--- src/rtl/swo_pkg.sv ---
package swo_pkg;

  typedef enum logic {
    MODE_MAIN   = 1'b0,
    MODE_BACKUP = 1'b1
  } mode_e;

  // comparator bundle, MSB first
  typedef struct packed {
    logic below_bat;
    logic above_bat;
    logic below_trip;
    logic above_trip;
  } cmp_t;

  localparam int CMP_W = $bits(cmp_t);

  // entry needs the battery comparison, plus the trip comparison unless low power
  function automatic logic enter_ok(cmp_t c, logic lp);
    return c.below_bat && (lp || c.below_trip);
  endfunction

  // leaving backup needs either upper comparison
  function automatic logic leave_ok(cmp_t c);
    return c.above_bat || c.above_trip;
  endfunction

  // main supply counts as present when it clears either upper threshold
  function automatic logic main_seen(cmp_t c);
    return leave_ok(c);
  endfunction

endpackage

--- src/rtl/swo_filter.sv ---
module swo_filter #(
  parameter int W             = 4,
  parameter int SYNC_STAGES   = 2,
  parameter int STABLE_CYCLES = 2
) (
  input  logic         clk,
  input  logic         rst_n,
  input  logic [W-1:0] din,
  output logic [W-1:0] sync_o,
  output logic [W-1:0] filt_o
);
  localparam int CW = $clog2(STABLE_CYCLES + 1);
  localparam logic [CW-1:0] CNT_LAST = CW'(STABLE_CYCLES - 1);

  for (genvar gi = 0; gi < W; gi++) begin : g_bit
    logic [SYNC_STAGES-1:0] sh;
    logic [CW-1:0]          cnt;
    logic                   f;
    logic                   s_last;

    assign s_last = sh[SYNC_STAGES-1];

    always_ff @(posedge clk) begin
      if (!rst_n) begin
        sh <= '0;
      end else begin
        sh <= {sh[SYNC_STAGES-2:0], din[gi]};
      end
    end

    always_ff @(posedge clk) begin
      if (!rst_n) begin
        cnt <= '0;
        f   <= 1'b0;
      end else if (s_last == f) begin
        cnt <= '0;
      end else if (cnt == CNT_LAST) begin
        cnt <= '0;
        f   <= s_last;
      end else begin
        cnt <= cnt + 1'b1;
      end
    end

    assign sync_o[gi] = s_last;
    assign filt_o[gi] = f;
  end

endmodule

--- src/rtl/swo_mode_fsm.sv ---
module swo_mode_fsm
  import swo_pkg::*;
(
  input  logic  clk,
  input  logic  rst_n,
  input  cmp_t  filt,
  input  logic  low_power,
  input  logic  cold_start,
  output mode_e mode,
  output logic  armed,
  output logic  enter_evt
);
  logic leave_evt;

  always_comb begin
    enter_evt = (mode == MODE_MAIN) && armed && !cold_start && enter_ok(filt, low_power);
    leave_evt = (mode == MODE_BACKUP) && !cold_start && leave_ok(filt);
  end

  always_ff @(posedge clk) begin
    if (!rst_n) begin
      mode  <= MODE_MAIN;
      armed <= 1'b0;
    end else if (cold_start) begin
      mode  <= MODE_MAIN;
      armed <= 1'b0;
    end else begin
      if (enter_evt)      mode <= MODE_BACKUP;
      else if (leave_evt) mode <= MODE_MAIN;
      if (main_seen(filt)) armed <= 1'b1;
    end
  end

endmodule

--- src/rtl/swo_flags.sv ---
module swo_flags (
  input  logic clk,
  input  logic rst_n,
  input  logic enter_evt,
  input  logic status_wr,
  input  logic status_wr_bat,
  input  logic status_rd_done,
  input  logic auto_clear,
  input  logic cold_start,
  input  logic time_wr,
  output logic bat_flag,
  output logic pfail_flag
);
  logic bat_clr;

  assign bat_clr = (status_wr && !status_wr_bat) || (status_rd_done && auto_clear);

  always_ff @(posedge clk) begin
    if (!rst_n) begin
      bat_flag <= 1'b0;
    end else if (enter_evt) begin
      bat_flag <= 1'b1;
    end else if (bat_clr) begin
      bat_flag <= 1'b0;
    end
  end

  always_ff @(posedge clk) begin
    if (!rst_n) begin
      pfail_flag <= 1'b0;
    end else if (cold_start) begin
      pfail_flag <= 1'b1;
    end else if (time_wr) begin
      pfail_flag <= 1'b0;
    end
  end

endmodule

--- src/rtl/supply_switchover.sv ---
module supply_switchover
  import swo_pkg::*;
#(
  parameter int SYNC_STAGES   = 2,
  parameter int STABLE_CYCLES = 2
) (
  input  logic clk,
  input  logic rst_n,
  input  logic cmp_below_bat,
  input  logic cmp_above_bat,
  input  logic cmp_below_trip,
  input  logic cmp_above_trip,
  input  logic low_power,
  input  logic cold_start,
  input  logic status_wr,
  input  logic status_wr_bat,
  input  logic status_rd_done,
  input  logic auto_clear,
  input  logic time_wr,
  output logic backup_mode,
  output logic serial_en,
  output logic bat_flag,
  output logic pfail_flag
);
  cmp_t  raw_w;
  cmp_t  filt_w;
  logic [CMP_W-1:0] sync_w;
  logic [CMP_W-1:0] filt_bits;
  mode_e mode_w;
  logic  armed_w;
  logic  enter_w;

  assign raw_w.below_bat  = cmp_below_bat;
  assign raw_w.above_bat  = cmp_above_bat;
  assign raw_w.below_trip = cmp_below_trip;
  assign raw_w.above_trip = cmp_above_trip;

  swo_filter #(
    .W             (CMP_W),
    .SYNC_STAGES   (SYNC_STAGES),
    .STABLE_CYCLES (STABLE_CYCLES)
  ) u_filter (
    .clk    (clk),
    .rst_n  (rst_n),
    .din    (raw_w),
    .sync_o (sync_w),
    .filt_o (filt_bits)
  );

  assign filt_w = cmp_t'(filt_bits);

  swo_mode_fsm u_fsm (
    .clk        (clk),
    .rst_n      (rst_n),
    .filt       (filt_w),
    .low_power  (low_power),
    .cold_start (cold_start),
    .mode       (mode_w),
    .armed      (armed_w),
    .enter_evt  (enter_w)
  );

  swo_flags u_flags (
    .clk            (clk),
    .rst_n          (rst_n),
    .enter_evt      (enter_w),
    .status_wr      (status_wr),
    .status_wr_bat  (status_wr_bat),
    .status_rd_done (status_rd_done),
    .auto_clear     (auto_clear),
    .cold_start     (cold_start),
    .time_wr        (time_wr),
    .bat_flag       (bat_flag),
    .pfail_flag     (pfail_flag)
  );

  assign backup_mode = (mode_w == MODE_BACKUP);
  assign serial_en   = (mode_w == MODE_MAIN);

endmodule

--- config.mk ---
export PLATFORM = sky130hd
export DESIGN_NAME = supply_switchover
export DESIGN_NICKNAME = d
export VERILOG_FILES = /design/src/rtl/swo_pkg.sv /design/src/rtl/swo_filter.sv /design/src/rtl/swo_mode_fsm.sv /design/src/rtl/swo_flags.sv /design/src/rtl/supply_switchover.sv
export SDC_FILE = /design/constraint.sdc
export NUM_CORES = 1
export LEC_CHECK = 0
export BUFFER_PORTS_ARGS = -buffer_cell sky130_fd_sc_hd__buf_2
export CORE_MARGIN = 4
export CORE_UTILIZATION = 50
export CTS_CLUSTER_DIAMETER = 100
export DETAILED_ROUTE_END_ITERATION = 10
export GPL_ROUTABILITY_DRIVEN = 0
export PLACE_DENSITY_LB_ADDON = 0.2
export RECOVER_POWER = 50
export SLEW_MARGIN = 10
export SYNTH_ARGS = -nofsm -noshare
export SYNTH_HDL_FRONTEND = slang
export SYNTH_SLANG_ARGS = --single-unit
--- constraint.sdc ---
create_clock -name clk -period 1.2 [get_ports clk]
set_input_delay 0.36 -clock clk [delete_from_list [all_inputs] [get_ports clk]]
set_output_delay 0.36 -clock clk [all_outputs]
set_load 0.1 [all_outputs]
# == Word-level counts from Yosys, hierarchy flattened ==
# Cells that the tools add are included.
# totals
register_bits,24
in_bits,13
output_inout_bits,4
elab_cells,65
# classes
n_addsub,4
eq_ne,8
muxes,6
n_bitwise,6
n_reduce_logical,25
# ops
cell,count
3-bit OR reduction,4
2-bit by 1-bit adder with 2-bit output (second input constant),4
2-bit by 1-bit equality test with 1-bit output (second input constant),4
1-bit logical AND,8
2-bit AND reduction,4
1-bit 2-to-1 mux,6
1-bit inverter,6
2-bit nonzero test,3
1-bit equality test,4
1-bit logical OR,3
1-bit zero test,2
2-bit OR reduction,1

# == Logic depth before layout (Yosys ltp) ==
# Gate-level depths: netlist (run 1).
# depth
depth_word,5
ltp_mapped,4
mapped_depth_nobuf,4

# == Hierarchy ==
# Synthesis (run 1) repeated with hierarchy kept, for this count alone.
# unflattened
hier_cells,85
hier_area_um2,934.6
# by_module_without_submodules
mod,n_inst,cells_per_inst,area_each_um2,seq_area_each_um2
swo_filter,1,66,754.5,400.4
swo_mode_fsm,1,11,90.1,40.0
swo_flags,1,7,86.3,40.0
supply_switchover,1,1,3.8,0.0

# == Least setup slack after synthesis (run 1) ==
# No wires, ideal clock.
# synth_path
path_type,flip-flop to flip-flop
start,register u_fsm.mode
end,register u_fsm.mode
setup_ns,0.107
arrival_ns,2.078
required_time_ns,1.093
path_slack_ns,-0.986
stages_incl_launch_ff,3
path_buffers,0
period_less_slack_ns,2.186
path_cell_list,dfxtp_1 > inv_1 > o41ai_1
# synth_between
elab_chain_len,5
word_cells_on_any_way,8
cone_classes,1 x mux; 1 x bitwise; 6 x reduce/logical
# synth_rtl
item,line,source
start: declaration,swo_mode_fsm.sv:9,"output mode_e mode,"
start signal: assignment,swo_mode_fsm.sv:22,mode <= MODE_MAIN;
start signal: assignment,swo_mode_fsm.sv:25,mode <= MODE_MAIN;
start signal: assignment,swo_mode_fsm.sv:28,if (enter_evt) mode <= MODE_BACKUP;
1-bit inverter (*),-,
net serial_en,supply_switchover.sv:21,"output logic serial_en,"
1-bit logical AND (*) (3 in series),swo_mode_fsm.sv:16,"enter_evt = (mode == MODE_MAIN) && armed && !cold_start && enter_ok(filt, low_power);"
1-bit 2-to-1 mux / 2-bit nonzero test (equally long branches),-,
# The timed path passes the listed nets; every way through them passes the cells marked *.
# A chain may end at the register's enable or synchronous reset.

# == Worst setup path in the final report (run 1) ==
# layout_path
start,register u_fsm.mode
end,output port backup_mode
# layout_rtl
item,line,source
end: declaration,supply_switchover.sv:20,"output logic backup_mode,"
# No word-level cell between the ends.

==> results.cfg, run 1 <==
[synth]
ys_types = 19
synth_ff_type = dfxtp_1
synth_edf_count = 0
postSynthCellCount = 79
yosysMostFrequentCell = dfxtp_1
yosys.area.top_type = dfxtp_1
ys_ff_latch = 24
synth_area_um2 = 856
syn_avg_cell_area_um2 = 10.8
yosysWarnings = 0
yosysSeqAreaShare = 0.561
yosysTopAreaCellShare = 0.561
synth_commonest_cells = dfxtp_1 (24), nor2_1 (9), and2_1 (8)
synth_area_leaders = dfxtp_1 (56%), and2_1 (5.8%), ha_1 (5.8%)
syn_nets = 96
synthArstFlopShare = 0

[status]
status = complete, but fails checks
violations = negative setup slack

[critical_path]
path_class = reg2out
end_kind = output port
crit_path_max_fanout = 3
cp-start-kind = register
worst_ep_arrival_time_ps = 980
required_ps = 840

[floorplanning]
dieArea_um2 = 2440
initial_utilization = 0.549
ios = 17
dieHeight_um = 49.4
die_x_um = 49.4
coreArea_um2 = 1560
placementRows = 14

[sta]
relSlewSlack = 0.740
post-route-min-period_ps = 1340
setup_violations = 4
post-route-period-util = 1.12
drv_slew = 0
hold_viol_final = 0
rsz0062_at_grt = yes
fin_skew_ps = 4.42
worst_pin_slew_ps = 389
timing.final.ws_setup_ps = -140
fmax_mhz = 746
finalSetupTns_ps = -307

[cts]
tritoncts = done
cts_buffers = 3
clk_latency_ps = 300
root_buffer = clkbuf_4
clock_sinks = 24
clockBufferDepth = 2
htreeDepth = 1
cts-hold-fix-buffers = 0
clk_pin_slew_ps = 120

[layout]
fillers = 113
n_antenna_cell = 0
finalNonFillerCells = 118
fin_nets = 120
multiInputGateArea_um2 = 342
register_area_um2 = 487
syn2layout_area_growth_pct = 27.5
final_layout_size_suffix_gt1_frac = 0.275

[worst_hold_path]
hp-class = in2reg

[global_routing]
grt_pass1_vias = 591
gr-total-overflow = 0
grt_first_pass_wirelength_mm = 2.45
grt_antenna_before_repair = 0
grt_max_degree = 15
grt_util_all_layers = 0.132

[detailed_routing]
drt_wl_total_mm = 1.37
drc = 0
wl_per_cell_um = 11.6
viasPerCell = 4.75
dr_total_vias = 560
drt-initial-drc-count = 7
firstDrtPassIters = 4
ant_nets = 0

[power]
power_uw = 1400
p_leak_uw = 0.000472
ir_drop_mv = 1.13
cellPowerDensity_nw_per_um2 = 1280

[job]
cap_violations = 0

[placement]
preCtsSetupSlack_ps = 77.0
dp.cells = 111
port_buffers = 16
dp.final_hpwl_mm = 1.07
==> state kept, by name, summed over array words and instances (netlist names) <==
register / cells
u_filter.g_bit.cnt: 8
u_filter.g_bit.sh: 8
u_filter.g_bit.f: 4
u_flags.bat_flag: 1
u_flags.pfail_flag: 1
u_fsm.armed: 1
u_fsm.mode: 1
==> critical path, stage by stage, from the launching register on <==
cell and delay, ps:
dfxtp_4 380, buf_4 140, buf_12 160
==> cells in the final DEF (no fill, tap or decap) <==
master and count:
inv_1 5, clkinvlp_4 1, nor3_1 1, and2_1 5, nand2_1 2, o2111ai_1 1, dfxtp_4 1, buf_12 4
and2_0 3, ha_1 4, dfxtp_2 2, mux2i_1 4, buf_4 3, dfxtp_1 21, clkbuf_4 3, clkbuf_1 3
nor2_1 9, o211ai_1 1, nand3b_1 4, o21a_1 1, nor2b_1 5, xor2_1 4, and4bb_2 1, o41ai_2 1
buf_2 11, clkbuf_16 1, nand2b_1 1
==> stage by stage <==
step / instance area (um^2) / hold slack, ps / util
final: 1090 / 254 / 0.700
after global routing: 1090 / 249 / 0.700
after CTS: 1080 / 245 / 0.691
after detailed placement: 1020 / 412 / 0.656
after global placement: 1020 / 406 / 0.656
after floorplan: 866 / 398 / -
==> final cells by class <==
type                            count  area share
Clock buffer                        4      0.0436
Inverter                            6      0.0241
Multi-Input combinational cell     47       0.313
Sequential cell                    24       0.446
Tap cell                           16      0.0183
Timing Repair Buffer               21       0.155
==> per-layer routing <==
layer | vias up | wire length, um | track usage
li1 | 301 | - | -
met1 | 243 | 596 | 0.152
met2 | 16 | 663 | 0.219
met3 | 0 | 108 | 0.0428
met4 | 0 | 0 | 0.0645
met5 | - | 0 | 0
==> path summary, 6_finish.rpt <==
kind | start | to | slack [ps] | cells after the start
setup / recovery | u_fsm.mode | backup_mode | -140 | 2
hold reg to reg | u_filter.g_bit[2].cnt[0] | u_filter.g_bit[2].cnt[0] | 430 | 1
setup reg to reg | u_fsm.mode | u_fsm.mode | 140 | 4
hold / removal | cmp_below_trip | u_filter.g_bit[1].sh[0] | 250 | 2
==> power breakdown <==
group          internal, uW  switching [uW]
Combinational          45.0            45.4
Sequential              816            10.5
Clock                   254             229
Total                  1110             285
==> logic make-up after synthesis <==
family,Yosys count,share of synthesized area
AO/OA/AOI/OAI,4,0.0380
adder cells (fa/ha/maj),4,0.0585
multiplexers,4,0.0468
XOR/XNOR,4,0.0409
buffers and inverters,8,0.0482
flip-flops,24,0.561
AND/OR/NAND/NOR,31,0.206
==> timing repair <==
| action | in CTS | in global routing |
|---|---|---|
| resized for setup | 0 | 1 |
| setup endpoints to repair | 4 | 4 |
| buffers inserted | 1 | 2 |
Note: power is estimated with default switching activity, not from simulation.
==> run 2: changes to the inputs <==
--- a/config.mk
+++ b/config.mk
@@ -6,6 +6,7 @@
 export NUM_CORES = 1
 export LEC_CHECK = 0
 export BUFFER_PORTS_ARGS = -buffer_cell sky130_fd_sc_hd__buf_2
+export CAP_MARGIN = 20
 export CORE_MARGIN = 4
 export CORE_UTILIZATION = 50
 export CTS_CLUSTER_DIAMETER = 100
@@ -16,4 +17,5 @@
 export SLEW_MARGIN = 10
 export SYNTH_ARGS = -nofsm -noshare
 export SYNTH_HDL_FRONTEND = slang
+export SYNTH_HIERARCHICAL = 1
 export SYNTH_SLANG_ARGS = --single-unit
==> results.cfg, run 2 <==
[sta]
drv_slew = 0
timing.final.ws_setup_ps = -150
fin_skew_ps = 14.3
post-route-min-period_ps = 1350
setup_violations = 6
fmax_mhz = 741
hold_viol_final = 0
finalSetupTns_ps = -350
rsz0062_at_grt = yes
relSlewSlack = 0.514
post-route-period-util = 1.12
worst_pin_slew_ps = 730

[global_routing]
grt_max_degree = 24
grt_pass1_vias = 591
gr-total-overflow = 0
grt_util_all_layers = 0.131
grt_first_pass_wirelength_mm = 2.47
grt_antenna_before_repair = 0

[critical_path]
max_stage_delay_ps = 410
worstPathCellList = clkinvlp_4 -> buf_12
required_ps = 840
path_buf_inv = 2
path_class = reg2out
r2r_end = u_flags/bat_flag
r2r_cells = 6
reg2reg_from = u_fsm/mode
end_kind = output port
worst_ep_arrival_time_ps = 990
crit_slowest_cell = dfxtp_4
crit_path_max_fanout = 4
critPathTopFamily = flip-flops
rrSetupSlack_ps = -90
cp-start-kind = register

[detailed_routing]
ant_nets = 0
drt-initial-drc-count = 1
viasPerCell = 4.75
dr_total_vias = 584
firstDrtPassIters = 2
drc = 0
drt_wl_total_mm = 1.45
wl_per_cell_um = 11.8

[layout]
final_layout_size_suffix_gt1_frac = 0.316
fin_nets = 116
fin_util = 0.648
n_antenna_cell = 0
final_common_cell = dfxtp_1
final_cell_area_um2 = 1120
most-common-layout-cells = dfxtp_1 (20), buf_2 (11), nor4b_1 (8), nor2b_1 (5)
reg_top3 = u_filter/g_bit.cnt: 8 flops, u_filter/g_bit.sh: 8 flops, u_filter/g_bit.f: 4 flops
syn2layout_area_growth_pct = 23.7

[synth]
yosysWarnings = 6
synth_area_um2 = 905
postSynthCellCount = 81
syn_avg_cell_area_um2 = 11.2
syn_nets = 98

[power]
power_frac_clock = 0.274
internal-power_uw = 996
switching_share = 0.220
p_comb_frac = 0.079
switchingPower_uw = 281
cellPowerDensity_nw_per_um2 = 1140
ir_drop_mv = 0.768
p_leak_uw = 0.000406
seq_power_share = 0.647

[placement]
placed_cell_area_um2 = 1060
preCtsSetupSlack_ps = -112
port_buffers = 16
dp.final_hpwl_mm = 1.05

[status]
status = complete, but fails checks
violations = negative setup slack

[floorplanning]
placementRows = 15
ios = 17
dieHeight_um = 50.5
dieArea_um2 = 2550
die_x_um = 50.5
coreArea_um2 = 1730
initial_utilization = 0.524

[cts]
root_buffer = clkbuf_4
cts-hold-fix-buffers = 0
clk_latency_ps = 310
tritoncts = done
htreeDepth = 1
cts_buffers = 3
clk_pin_slew_ps = 130
clock_sinks = 24
clockBufferDepth = 2

[worst_hold_path]
hold_path_startpoint = cmp_below_bat
min_to = u_filter/g_bit[3].sh[0]
hp-class = in2reg
hold_depth = 2

[job]
cap_violations = 0
==> run 2: final cells by class <==
type	count	area [um^2]
fillers	148	608
inverters	6	26.3
flip-flops and latches	24	488
repair buffers	19	165
multi-input cells	45	382
clock buffers	4	26.3
well taps	25	31.3
==> run 2: power groups by stage <==
stage	clock (uW)	combinational [uW]	sequential, uW
finish	351	101	826
global route	402	111	829
CTS	365	101	826
detailed placement	0	99.9	844
global placement	0	96.9	843
floorplan	0	46.6	857
==> run 2: repair_timing <==
action / 4_1_cts / 5_1_grt
pin swaps: 2 / 2
resized for setup: 2 / 4
setup endpoints to repair: 5 / 6
buffers inserted: 1 / 1
endpoints found under the hold margin: 0 / 0
==> run 2: how the worst max path moves through the flow <==
stage	to	startpoint	cells past startpoint
floorplan	serial_en	u_fsm/mode	1
global placement	u_flags/bat_flag	cold_start	6
detailed placement	u_flags/bat_flag	cold_start	6
CTS	serial_en	u_fsm/mode	2
global route	serial_en	u_fsm/mode	2
finish	serial_en	u_fsm/mode	2
==> run 2: routing by layer <==
metal	track usage	up-vias	routed length [um]
met5	0	-	0
met3	0.0356	2	83
met1	0.148	268	555
li1	-	301	-
met4	0.0404	0	8
met2	0.237	13	802
==> run 2: stage by stage <==
step                hold slack (ps)  power (uW)  std cells
global placement                413         940        118
finish                          255        1280        123
detailed placement              420         944        118
CTS                             252        1290        123
floorplan                       406         903         81
global route                    249        1340        123
==> run 3: changes to the inputs <==
--- a/config.mk
+++ b/config.mk
@@ -5,12 +5,12 @@
 export SDC_FILE = /design/constraint.sdc
 export NUM_CORES = 1
 export LEC_CHECK = 0
-export BUFFER_PORTS_ARGS = -buffer_cell sky130_fd_sc_hd__buf_2
 export CAP_MARGIN = 20
 export CORE_MARGIN = 4
 export CORE_UTILIZATION = 50
 export CTS_CLUSTER_DIAMETER = 100
 export DETAILED_ROUTE_END_ITERATION = 10
+export DONT_BUFFER_PORTS = 1
 export GPL_ROUTABILITY_DRIVEN = 0
 export PLACE_DENSITY_LB_ADDON = 0.2
 export RECOVER_POWER = 50
==> results.cfg, run 3 (synthesis results as in run 2) <==
[worst_hold_path]
min_to = u_flags/pfail_flag
hold_path_startpoint = rst_n
hp-class = in2reg
hold_depth = 1

[sta]
post-route-period-util = 1.09
post-route-min-period_ps = 1310
relSlewSlack = 0.810
drv_slew = 0
finalSetupTns_ps = -233
hold_viol_final = 0
fin_skew_ps = 4.78
rsz0062_at_grt = yes
setup_violations = 4
fmax_mhz = 761
timing.final.ws_setup_ps = -113
whs_ps = 166
worst_pin_slew_ps = 281

[cts]
htreeDepth = 1
clockBufferDepth = 2
root_buffer = clkbuf_4
cts-hold-fix-buffers = 0
clock_sinks = 24
tritoncts = done
clk_latency_ps = 300
clk_pin_slew_ps = 120
cts_buffers = 3

[global_routing]
grt_antenna_before_repair = 0
grt_max_degree = 24
grt_util_all_layers = 0.113
gr-total-overflow = 0
grt_first_pass_wirelength_mm = 2.16
grt_pass1_vias = 518

[layout]
final_layout_size_suffix_gt1_frac = 0.176
final_common_cell = dfxtp_1
fillers = 162
most-common-layout-cells = dfxtp_1 (22), nor4b_1 (8), inv_1 (5), nor2b_1 (5), and2_1 (5)
reg_top3 = u_filter/g_bit.cnt: 8 flops, u_filter/g_bit.sh: 8 flops, u_filter/g_bit.f: 4 flops
register_area_um2 = 485
final_cell_area_um2 = 1030
syn2layout_area_growth_pct = 13.7
multiInputGateArea_um2 = 363
n_antenna_cell = 0
fin_nets = 103

[detailed_routing]
drt-initial-drc-count = 2
drc = 0
wl_per_cell_um = 10.6
dr_total_vias = 537
firstDrtPassIters = 2
ant_nets = 0
drt_wl_total_mm = 1.17
viasPerCell = 4.88

[floorplanning]
dieHeight_um = 50.5
placementRows = 15
ios = 17
initial_utilization = 0.524
dieArea_um2 = 2550
die_x_um = 50.5
coreArea_um2 = 1730

[status]
status = complete, but fails checks
violations = negative setup slack

[power]
p_leak_uw = 0.000362
ir_drop_mv = 0.868
cellPowerDensity_nw_per_um2 = 1270
power_uw = 1300

[critical_path]
crit_path_max_fanout = 4
cp-start-kind = register
critPathTopFamily = flip-flops
worstPathCellList = clkinvlp_4 -> buf_12
end_kind = output port
max_stage_delay_ps = 390
worst_ep_arrival_time_ps = 950
crit_slowest_cell = dfxtp_4
path_buf_inv = 2
reg2reg_from = u_fsm/mode
r2r_end = u_flags/bat_flag
path_class = reg2out
rrSetupSlack_ps = 40
required_ps = 840
r2r_cells = 5

[placement]
port_buffers = 0
dp.final_hpwl_um = 859
placed_cell_area_um2 = 982

[job]
cap_violations = 0
-- run 3: cell types whose count changed in the layout (fill, tap and decap cells not counted), sizes merged --
cell | before | now
clkbuf | 5 | 4
buf | 18 | 6
-- run 3: per-stage QoR --
stage | instances | worst slack, ps | util
floorplan | 81 | -201 | -
detailed placement | 105 | 38.3 | 0.569
finish | 110 | -113 | 0.596
global route | 110 | -156 | 0.596
global placement | 105 | 69.5 | 0.569
CTS | 109 | -129 | 0.592
-- run 3: worst max path at each step --
stage / start / endpoint / slack, ps / cells past startpoint
floorplan: u_fsm/mode / serial_en / -200 / 1
global placement: cold_start / u_flags/bat_flag / 70 / 5
detailed placement: cold_start / u_flags/bat_flag / 40 / 5
CTS: u_fsm/mode / serial_en / -130 / 2
global route: u_fsm/mode / serial_en / -160 / 2
finish: u_fsm/mode / serial_en / -110 / 2
-- run 3: layer usage --
layer,GRT usage,vias to the layer above,share of wire
met3,0.0356,4,0.061
met5,0,-,0
met4,0.0673,0,0.025
met2,0.185,13,0.45
met1,0.128,248,0.47
li1,-,272,-
-- run 3: final cells by class --
type | instances | share of cell area
Inverter | 6 | 0.0255
Tap cell | 25 | 0.0304
Timing Repair Buffer | 6 | 0.0839
Multi-Input combinational cell | 45 | 0.353
Sequential cell | 24 | 0.472
Clock buffer | 4 | 0.0353
-- run 3: repair_timing --
item                       in CTS  in global routing
setup endpoints to repair       4                  5
buffers inserted                0                  1
resized for setup               1                  0
-- run 3: where the power goes --
part	internal, uW	switching [uW]	leakage (uW)
registers	815	9.53	0.000197
logic	36.6	32.0	0.000144
clock network	185	223	0.0000210
